File: src/rtl/mbx_pkg.sv
package mbx_pkg;
  localparam int NCH      = 12;
  localparam int DW       = 32;
  localparam int MAX_RX_W = 8;

  // Words per channel; the order fixes the packed byte offsets.
  localparam int TX_LEN_W [NCH] = '{4, 8, 3, 6, 9, 4, 6, 6, 1, 4, 4, 1};
  localparam int RX_LEN_W [NCH] = '{4, 8, 1, 1, 1, 4, 1, 6, 4, 1, 4, 1};

  function automatic int tx_base(int ch);
    int s = 0;
    for (int i = 0; i < ch; i++) s += TX_LEN_W[i];
    return s;
  endfunction

  function automatic int rx_base(int ch);
    int s = 0;
    for (int i = 0; i < ch; i++) s += RX_LEN_W[i];
    return s;
  endfunction

  function automatic int rx_owner(int k);
    int o = 0;
    for (int c = 0; c < NCH; c++)
      if (k >= rx_base(c) && k < rx_base(c + 1)) o = c;
    return o;
  endfunction

  localparam int TX_WORDS = tx_base(NCH);
  localparam int RX_WORDS = rx_base(NCH);

  // Control window offsets (relative to the control base)
  localparam int OFS_TX_STS = 'h00;
  localparam int OFS_RING   = 'h04;
  localparam int OFS_RX_CLR = 'h74;
  localparam int OFS_RX_STS = 'h78;
  localparam int CTL_SPAN   = 'h80;

  typedef enum logic [1:0] {RD_NONE, RD_TX, RD_RX, RD_CTL} rd_sel_e;
endpackage

File: src/rtl/mbx_ctl_regs.sv
module mbx_ctl_regs #(
  parameter int NCH = 12,
  parameter int CHW = 4
) (
  input  logic           clk,
  input  logic           rst,
  input  logic           ring_we,
  input  logic           clr_we,
  input  logic [NCH-1:0] wmask,
  input  logic           consume,
  input  logic           post,
  input  logic [CHW-1:0] chan,
  output logic [NCH-1:0] tx_sts,
  output logic [NCH-1:0] rx_sts,
  output logic           irq
);
  logic [NCH-1:0] take_v, post_v, tx_nxt, rx_nxt;

  for (genvar i = 0; i < NCH; i++) begin : g_hit
    assign take_v[i] = consume && (chan == CHW'(i));
    assign post_v[i] = post && (chan == CHW'(i));
  end

  always_comb begin
    tx_nxt = (tx_sts & ~take_v) | (ring_we ? wmask : '0);
    rx_nxt = (rx_sts & ~(clr_we ? wmask : '0)) | post_v;
  end

  always_ff @(posedge clk) begin
    if (rst) begin
      tx_sts <= '0;
      rx_sts <= '0;
      irq    <= 1'b0;
    end else begin
      tx_sts <= tx_nxt;
      rx_sts <= rx_nxt;
      irq    <= |rx_nxt;
    end
  end
endmodule

File: src/rtl/mbx_data_win.sv
module mbx_data_win
  import mbx_pkg::*;
#(
  parameter int TXA = 6,
  parameter int RXA = 6,
  parameter int CHW = 4,
  parameter int PW  = MAX_RX_W * DW
) (
  input  logic           clk,
  input  logic           rst,
  input  logic           tx_we,
  input  logic [TXA-1:0] tx_widx,
  input  logic [DW-1:0]  tx_wdata,
  input  logic [TXA-1:0] host_tx_ridx,
  input  logic [RXA-1:0] host_rx_ridx,
  input  logic           post,
  input  logic [CHW-1:0] chan,
  input  logic [PW-1:0]  post_data,
  input  logic [TXA-1:0] rmt_ridx,
  output logic [DW-1:0]  host_tx_rdata,
  output logic [DW-1:0]  host_rx_rdata,
  output logic [DW-1:0]  rmt_rdata
);
  // Outgoing store: one write port, two registered read ports.
  logic [DW-1:0] tx_mem [TX_WORDS];

  always_ff @(posedge clk) begin
    if (tx_we) tx_mem[tx_widx] <= tx_wdata;
    host_tx_rdata <= tx_mem[host_tx_ridx];
    rmt_rdata     <= tx_mem[rmt_ridx];
  end

  // Incoming store: a whole channel region is written in one cycle.
  logic [DW-1:0] rx_q [RX_WORDS];

  for (genvar k = 0; k < RX_WORDS; k++) begin : g_rx
    localparam int OWN = rx_owner(k);
    localparam int IDX = k - rx_base(OWN);
    always_ff @(posedge clk) begin
      if (rst)
        rx_q[k] <= '0;
      else if (post && chan == CHW'(OWN))
        rx_q[k] <= post_data[IDX*DW +: DW];
    end
  end

  always_ff @(posedge clk) host_rx_rdata <= rx_q[host_rx_ridx];
endmodule

File: src/rtl/doorbell_mbox.sv
module doorbell_mbox
  import mbx_pkg::*;
#(
  parameter int AW       = 12,
  parameter int CTL_BASE = 'h200
) (
  input  logic                   clk,
  input  logic                   rst,
  input  logic                   clk_en,
  input  logic                   bus_valid,
  input  logic                   bus_write,
  input  logic [AW-1:0]          bus_addr,
  input  logic [DW-1:0]          bus_wdata,
  output logic [DW-1:0]          bus_rdata,
  output logic                   irq,
  input  logic                   rmt_consume,
  input  logic                   rmt_post,
  input  logic [3:0]             rmt_chan,
  input  logic [MAX_RX_W*DW-1:0] rmt_post_data,
  input  logic [5:0]             rmt_rd_word,
  output logic [DW-1:0]          rmt_rd_data,
  output logic [NCH-1:0]         rmt_tx_pending
);
  localparam int TXA      = $clog2(TX_WORDS);
  localparam int RXA      = $clog2(RX_WORDS);
  localparam int TX_BYTES = TX_WORDS * 4;
  localparam int RX_END   = TX_BYTES + RX_WORDS * 4;

  logic          acc, aligned, in_tx, in_rx, in_ctl;
  logic [AW-1:0] coff;
  logic [AW-3:0] wa, rx_wa;
  logic          ring_we, clr_we, tx_we, rd;
  logic [NCH-1:0] tx_sts, rx_sts;
  logic [DW-1:0] tx_rd, rx_rd;
  rd_sel_e       sel_q;
  logic [NCH-1:0] ctl_q;

  always_comb begin
    aligned = (bus_addr[1:0] == 2'b00);
    acc     = bus_valid && clk_en && aligned;
    wa      = bus_addr[AW-1:2];
    rx_wa   = wa - (AW-2)'(TX_WORDS);
    coff    = bus_addr - AW'(CTL_BASE);
    in_tx   = int'(bus_addr) < TX_BYTES;
    in_rx   = int'(bus_addr) >= TX_BYTES && int'(bus_addr) < RX_END;
    in_ctl  = int'(bus_addr) >= CTL_BASE && int'(bus_addr) < CTL_BASE + CTL_SPAN;
    ring_we = acc && bus_write && in_ctl && coff == AW'(OFS_RING);
    clr_we  = acc && bus_write && in_ctl && coff == AW'(OFS_RX_CLR);
    tx_we   = acc && bus_write && in_tx;
    rd      = acc && !bus_write;
  end

  mbx_ctl_regs #(.NCH(NCH), .CHW(4)) u_ctl (
    .clk(clk), .rst(rst), .ring_we(ring_we), .clr_we(clr_we),
    .wmask(bus_wdata[NCH-1:0]), .consume(rmt_consume), .post(rmt_post),
    .chan(rmt_chan), .tx_sts(tx_sts), .rx_sts(rx_sts), .irq(irq)
  );

  mbx_data_win #(.TXA(TXA), .RXA(RXA), .CHW(4)) u_win (
    .clk(clk), .rst(rst), .tx_we(tx_we), .tx_widx(wa[TXA-1:0]),
    .tx_wdata(bus_wdata), .host_tx_ridx(wa[TXA-1:0]),
    .host_rx_ridx(rx_wa[RXA-1:0]), .post(rmt_post), .chan(rmt_chan),
    .post_data(rmt_post_data), .rmt_ridx(rmt_rd_word),
    .host_tx_rdata(tx_rd), .host_rx_rdata(rx_rd), .rmt_rdata(rmt_rd_data)
  );

  always_ff @(posedge clk) begin
    if (rst) begin
      sel_q <= RD_NONE;
      ctl_q <= '0;
    end else begin
      sel_q <= RD_NONE;
      ctl_q <= (coff == AW'(OFS_TX_STS)) ? tx_sts : rx_sts;
      if (rd) begin
        if (in_tx) sel_q <= RD_TX;
        else if (in_rx) sel_q <= RD_RX;
        else if (in_ctl && (coff == AW'(OFS_TX_STS) || coff == AW'(OFS_RX_STS)))
          sel_q <= RD_CTL;
      end
    end
  end

  always_comb begin
    unique case (sel_q)
      RD_TX:   bus_rdata = tx_rd;
      RD_RX:   bus_rdata = rx_rd;
      RD_CTL:  bus_rdata = DW'(ctl_q);
      default: bus_rdata = '0;
    endcase
  end

  assign rmt_tx_pending = tx_sts;
endmodule

File: config.mk
export PLATFORM = sky130hd
export DESIGN_NAME = doorbell_mbox
export DESIGN_NICKNAME = d
export VERILOG_FILES = /design/src/rtl/mbx_pkg.sv /design/src/rtl/mbx_ctl_regs.sv /design/src/rtl/mbx_data_win.sv /design/src/rtl/doorbell_mbox.sv
export SDC_FILE = /design/constraint.sdc
export NUM_CORES = 2
export LEC_CHECK = 0
export BUFFER_PORTS_ARGS = -buffer_cell sky130_fd_sc_hd__buf_2
export CORE_MARGIN = 4
export CORE_UTILIZATION = 35
export DETAILED_ROUTE_END_ITERATION = 10
export GPL_ROUTABILITY_DRIVEN = 0
export HOLD_SLACK_MARGIN = 0.1
export PLACE_DENSITY_LB_ADDON = 0.08
export SETUP_SLACK_MARGIN = 0.5
export SLEW_MARGIN = 5
export SYNTH_ARGS = -nofsm -noshare
export SYNTH_HDL_FRONTEND = slang
export SYNTH_HIERARCHICAL = 1
export SYNTH_SLANG_ARGS = --single-unit
File: constraint.sdc
create_clock -name clk -period 31.6 [get_ports clk]
set_input_delay 6.32 -clock clk [delete_from_list [all_inputs] [get_ports clk]]
set_output_delay 6.32 -clock clk [all_outputs]
set_load 0.01 [all_outputs]
# Word level (Yosys, flattened, before mapping)
# Memory sizes are Yosys's and may differ from the RTL's. A register that Yosys moved wholly into a read port is not among the register bits.
# Cells that the tools add are included.
# Widths: inputs -> output; s select.
# totals
reg_bits	39
ramBits	2944
inputBits	317
output_inout_bits	77
n_memories	2
# mem_list
name	words	width	read_ports	rd_ports_with_merged_regs	wr	line_no	source
u_win.tx_mem	56	32	2	2	1	mbx_data_win.sv:25	logic [DW-1:0] tx_mem [TX_WORDS];
u_win.rx_q	36	32	1	1	36	mbx_data_win.sv:34	logic [DW-1:0] rx_q [RX_WORDS];
# op_classes
add_sub_neg	2
n_lt_le_gt_ge	5
n_eq_ne	17
muxes	83
bitwise	43
n_reduce_logical	43
# op_table
operator	count
$mux 32	36
$pmux 32 s3	1
$mux 1	41
$mux 12	3
$or 1x1->1	36
$logic_and 1x1->1	35
$and 12x12->12	2
$eq 12x7->1 const B	2
$not 12->12	2
$or 12x12->12	2
$eq 4x3->1 const B	4
$eq 4x4->1 const B	4
$eq 12x3->1 const B	1
$ge 12x10->1 const B	1
$ge 12x8->1 const B	1
$logic_not 12->1	1
$lt 12x10->1 const B	1
$lt 12x8->1 const B	1
$lt 12x9->1 const B	1
$reduce_or 12->1	1
$sub 12x10->12 const B	1
$eq 4x2->1 const B	2
$sub 6x6->6 const B	1
$eq 2x2->1 const B	2
10 further kinds	11

# Depth between registers and ports, before layout
# depth
ltp_word	10
depth_mapped	10

# Modules after synthesis
# Netlist, hierarchy kept.
# modules_own_cells
module	instances	cells_per_inst	area_per_inst_um2	seq_area_each_um2
mbx_data_win	1	7194	135447.4	90326.6
doorbell_mbox	1	144	1187.4	280.3
mbx_ctl_regs	1	142	1093.5	500.5

# Least setup slack after synthesis
# OpenSTA, ideal clock, no wires.
# synth_path
path_type	in2reg
from	input rmt_chan[2]
to	memory u_win.rx_q[10][0] (enable)
arrival_ns	24.705
required_ns	30.373
path_slack_ns	5.668
path_stages	3
path_buffers	1
path_cell_list	or3b_1 clkbuf_1 o21ai_0
# synth_rtl
element	line_no	source
start: declaration	doorbell_mbox.sv:18	input logic [3:0] rmt_chan,
end: declaration	mbx_data_win.sv:34	

# Worst setup path in the final report
# layout_path
from	input bus_addr[3]
to	register u_win.host_rx_rdata[11], read port of u_win.rx_q
# layout_via
elab_chain_len	1
# layout_rtl
element	line_no	source
start: declaration	doorbell_mbox.sv:12	input logic [AW-1:0] bus_addr,
$sub 6x6->6	doorbell_mbox.sv:42	rx_wa = wa - (AW-2)'(TX_WORDS);
end: declaration	mbx_data_win.sv:21	output logic [DW-1:0] host_rx_rdata,
# Every way passes these cells.
# A chain may end at the register's enable or synchronous reset.

==> impl_metrics.tcl <==
set metrics [dict create \
    run_status "completed" \
    critPathTopFamily "buffers and inverters" \
    core_region_area_sq_um 392200 \
    worstSetupStartpointType "input pin" \
    areaGrowthSynthToFinish_pct 14.44 \
    die_h_um 635.3 \
    worst_path_max_delay_cell "buf_4" \
    fin_crit_sh 0.3637 \
    drtAntennaViolNets 0 \
    routed-via-count 77470 \
    io_buffers 393 \
    grt_util_met2 0.3894 \
    postCtsHoldBufs 0 \
    synth_area_sq_um 137700 \
    numCtsBuffers 358 \
    period_minus_slack_ps 11490 \
    synth.distinct_cells 66 \
    cts_tree "done" \
    drt_iter0_drc 8109 \
    final.setup.tns_ps 0 \
    setup-violations-final 0 \
    syn-num-nets 7799 \
    grt-ovfl-total 0 \
    insertion_delay_ps 920 \
    min_delay_path_depth 2 \
    crit_start "bus_addr[3]" \
    cp.arrival_ps 12330 \
    final-hold-violation-count 0 \
    drc 0 \
    ys_ff_latch 3079 \
    vdd_drop_max_v 0.00004220 \
    grt_max_degree 193 \
    grt_pass1_wl_mm 671.1 \
    cts_resized 0 \
    critical-path-max-stage-delay_ps 910 \
    layout-drive-gt1-share 0.3023 \
    yosysTopAreaCell "edfxtp_1" \
    grtUsageMet3 0.04496 \
    max-cap-violations 0 \
    rows 230 \
    cts.clk_slew.worst_paths_ps 60 \
    clock-sinks 3079 \
    dieArea_sq_um 403600 \
    io_pins 394 \
    grt_pass1_vias 79420 \
    seqCellArea_sq_um 91110 \
    synth_most_common_cell "edfxtp_1" \
    synth_cells 7480 \
    htreeDepth 5 \
    antenna_found_initial 98 \
    cp_cell_sequence "buf_8 -> buf_12 -> buf_4 -> buf_4 -> buf_4 -> buf_4 -> mux4_2 -> o22ai_1 -> or4_1 -> o21ai_0" \
    hold_class "reg2reg" \
    utilization 0.4018 \
    grt.busiest_layer "met2" \
    slew-limit-headroom 0.09398 \
    yosysWarnings 6 \
    slew_viol_final 0 \
    cts-root-buf "clkbuf_16" \
    syn_avg_cell_area_sq_um 18.41 \
    synth_area_leaders "edfxtp_1 (64%), mux4_2 (19%), and2_1 (5.4%)" \
    hpwl_mm 292.5 \
    cts_max_path_buffers 4 \
    hold_slack_ps 497.5 \
    ys_top_cells_by_count "edfxtp_1 (2944), and2_1 (1178), mux4_2 (1137)" \
    grt_use_met1 0.3246 \
    fill_cells 35230 \
    synthArstFlopShare 0 \
    multi_input_area_sq_um 44390 \
    path_class "in2reg" \
    cp-end-kind "register" \
    r2r_cells 5 \
    die-width_um 635.3 \
    p_leak_nw 51.66 \
    nets 8181 \
    grt_setup_unrepaired "false" \
    min_from "u_ctl/tx_sts[2]" \
    crit_buf_inv 6 \
    cts_setup_buffers 0 \
    skew_ps 30.45 \
    crit_fanout 88 \
    r2r-start "u_win/tx_mem[47][4]" \
    first_pass_iters 6 \
    routed_wl_mm 491.4 \
    start_util 0.3511 \
    crit_required_ps 32440 \
    path_depth 10 \
    seq_area_frac_synth 0.6615 \
    ys.flop_type "edfxtp_1" \
    vias_per_cell 5.771 \
    synth-edff-count 2944 \
    total_power_mw 9.416 \
    worstMarginPinSlew_ps 1352 \
    netlist.area_leader.share 0.6419 \
    fmax_ghz 0.08700 \
    cellPowerDensity_nw_per_um2 59.74 \
    wire_per_inst_um 36.60 \
    path_common_cell "buf_4" \
    track_usage 0.2378 \
]
[worst min-delay path: cells and delay by family, from the launching register on]
| kind | cells | cell delay (ps) |
|---|---|---|
| compound gates | 1 | 50 |
| flops | 1 | 330 |
| simple gates | 1 | 70 |
[flip-flops by register name (all words and copies together), names as in the netlist]
name                 cells
ctl_q                   12
sel_q                    2
u_ctl/irq                1
u_ctl/rx_sts            12
u_ctl/tx_sts            12
u_win/host_rx_rdata     32
u_win/host_tx_rdata     32
u_win/rmt_rdata         32
u_win/rx_q            1152
u_win/tx_mem          1792
[layout make-up]
cell class,instances,share of cell area
antenna,42,0.0006668
clock buffer,505,0.06351
clock inverter,156,0.009089
inverter,19,0.0004604
multi-input combinational,3775,0.2816
sequential,3079,0.5780
tap,5220,0.04144
timing repair buffer,629,0.02520
[logic make-up after synthesis]
| logic type | Yosys count | share of synthesized area |
|---|---|---|
| compound gates | 733 | 0.03635 |
| flops | 3079 | 0.6615 |
| xor+xnor | 2 | 0.0001272 |
| buf+inv | 626 | 0.02166 |
| simple gates | 1534 | 0.06689 |
| fa+ha+maj | 2 | 0.0001817 |
| mux | 1504 | 0.2133 |
[layout by cell type, fill, tap and decap left out, drive strengths merged, types with 8 or more instances in the layout]
master and instances:
edfxtp 2944, and2 1178, mux4 1137, buf 629
clkbuf 505, mux2i 290, o22ai 248, o21ai 137
dfxtp 135, clkinv 121, nor2 98, nand2 83
mux2 77, a221oi 63, a22o 59, a211oi 50
diode 42, a21oi 38, or4 34, a22oi 33
o221ai 31, nor4 29, inv 27, a21o 26
o2bb2ai 26, nand3 25, bufinv 21, nand2b 16
nor2b 15, nor3 14, nand3b 11, or3 8
[through the flow]
| step | cells | instance area, sq um | setup WS [ps] |
|---|---|---|---|
| 6_report | 13430 | 157600 | 20110 |
| 5_1_grt | 13400 | 157600 | 19980 |
| 4_1_cts | 13380 | 157500 | 20230 |
| 3_5_place_dp | 12720 | 146100 | 19200 |
| 3_3_place_gp | 12720 | 146100 | 19190 |
| 2_1_floorplan | 7480 | 137700 | 5668 |
[power by group]
part | leakage [nW] | internal [mW] | switching (mW) | total (mW)
clock | 5.60 | 2.38 | 1.70 | 4.08
sequential | 28.3 | 4.58 | 0.0646 | 4.64
combinational | 17.8 | 0.257 | 0.435 | 0.692
[final timing paths]
path / to / slack, ps
max reg2reg: u_win/host_tx_rdata[4] / 28960
min reg2reg: ctl_q[2] / 500
min: ctl_q[2] / 500
max: u_win/host_rx_rdata[11] / 20110
[routing by layer]
layer  wire length [um]  part of all wire
met1             207400              0.42
met2             235900              0.48
met3              33190             0.068
met4              14570             0.030
met5                236           0.00048
Note: power is estimated with default switching activity, not from simulation.
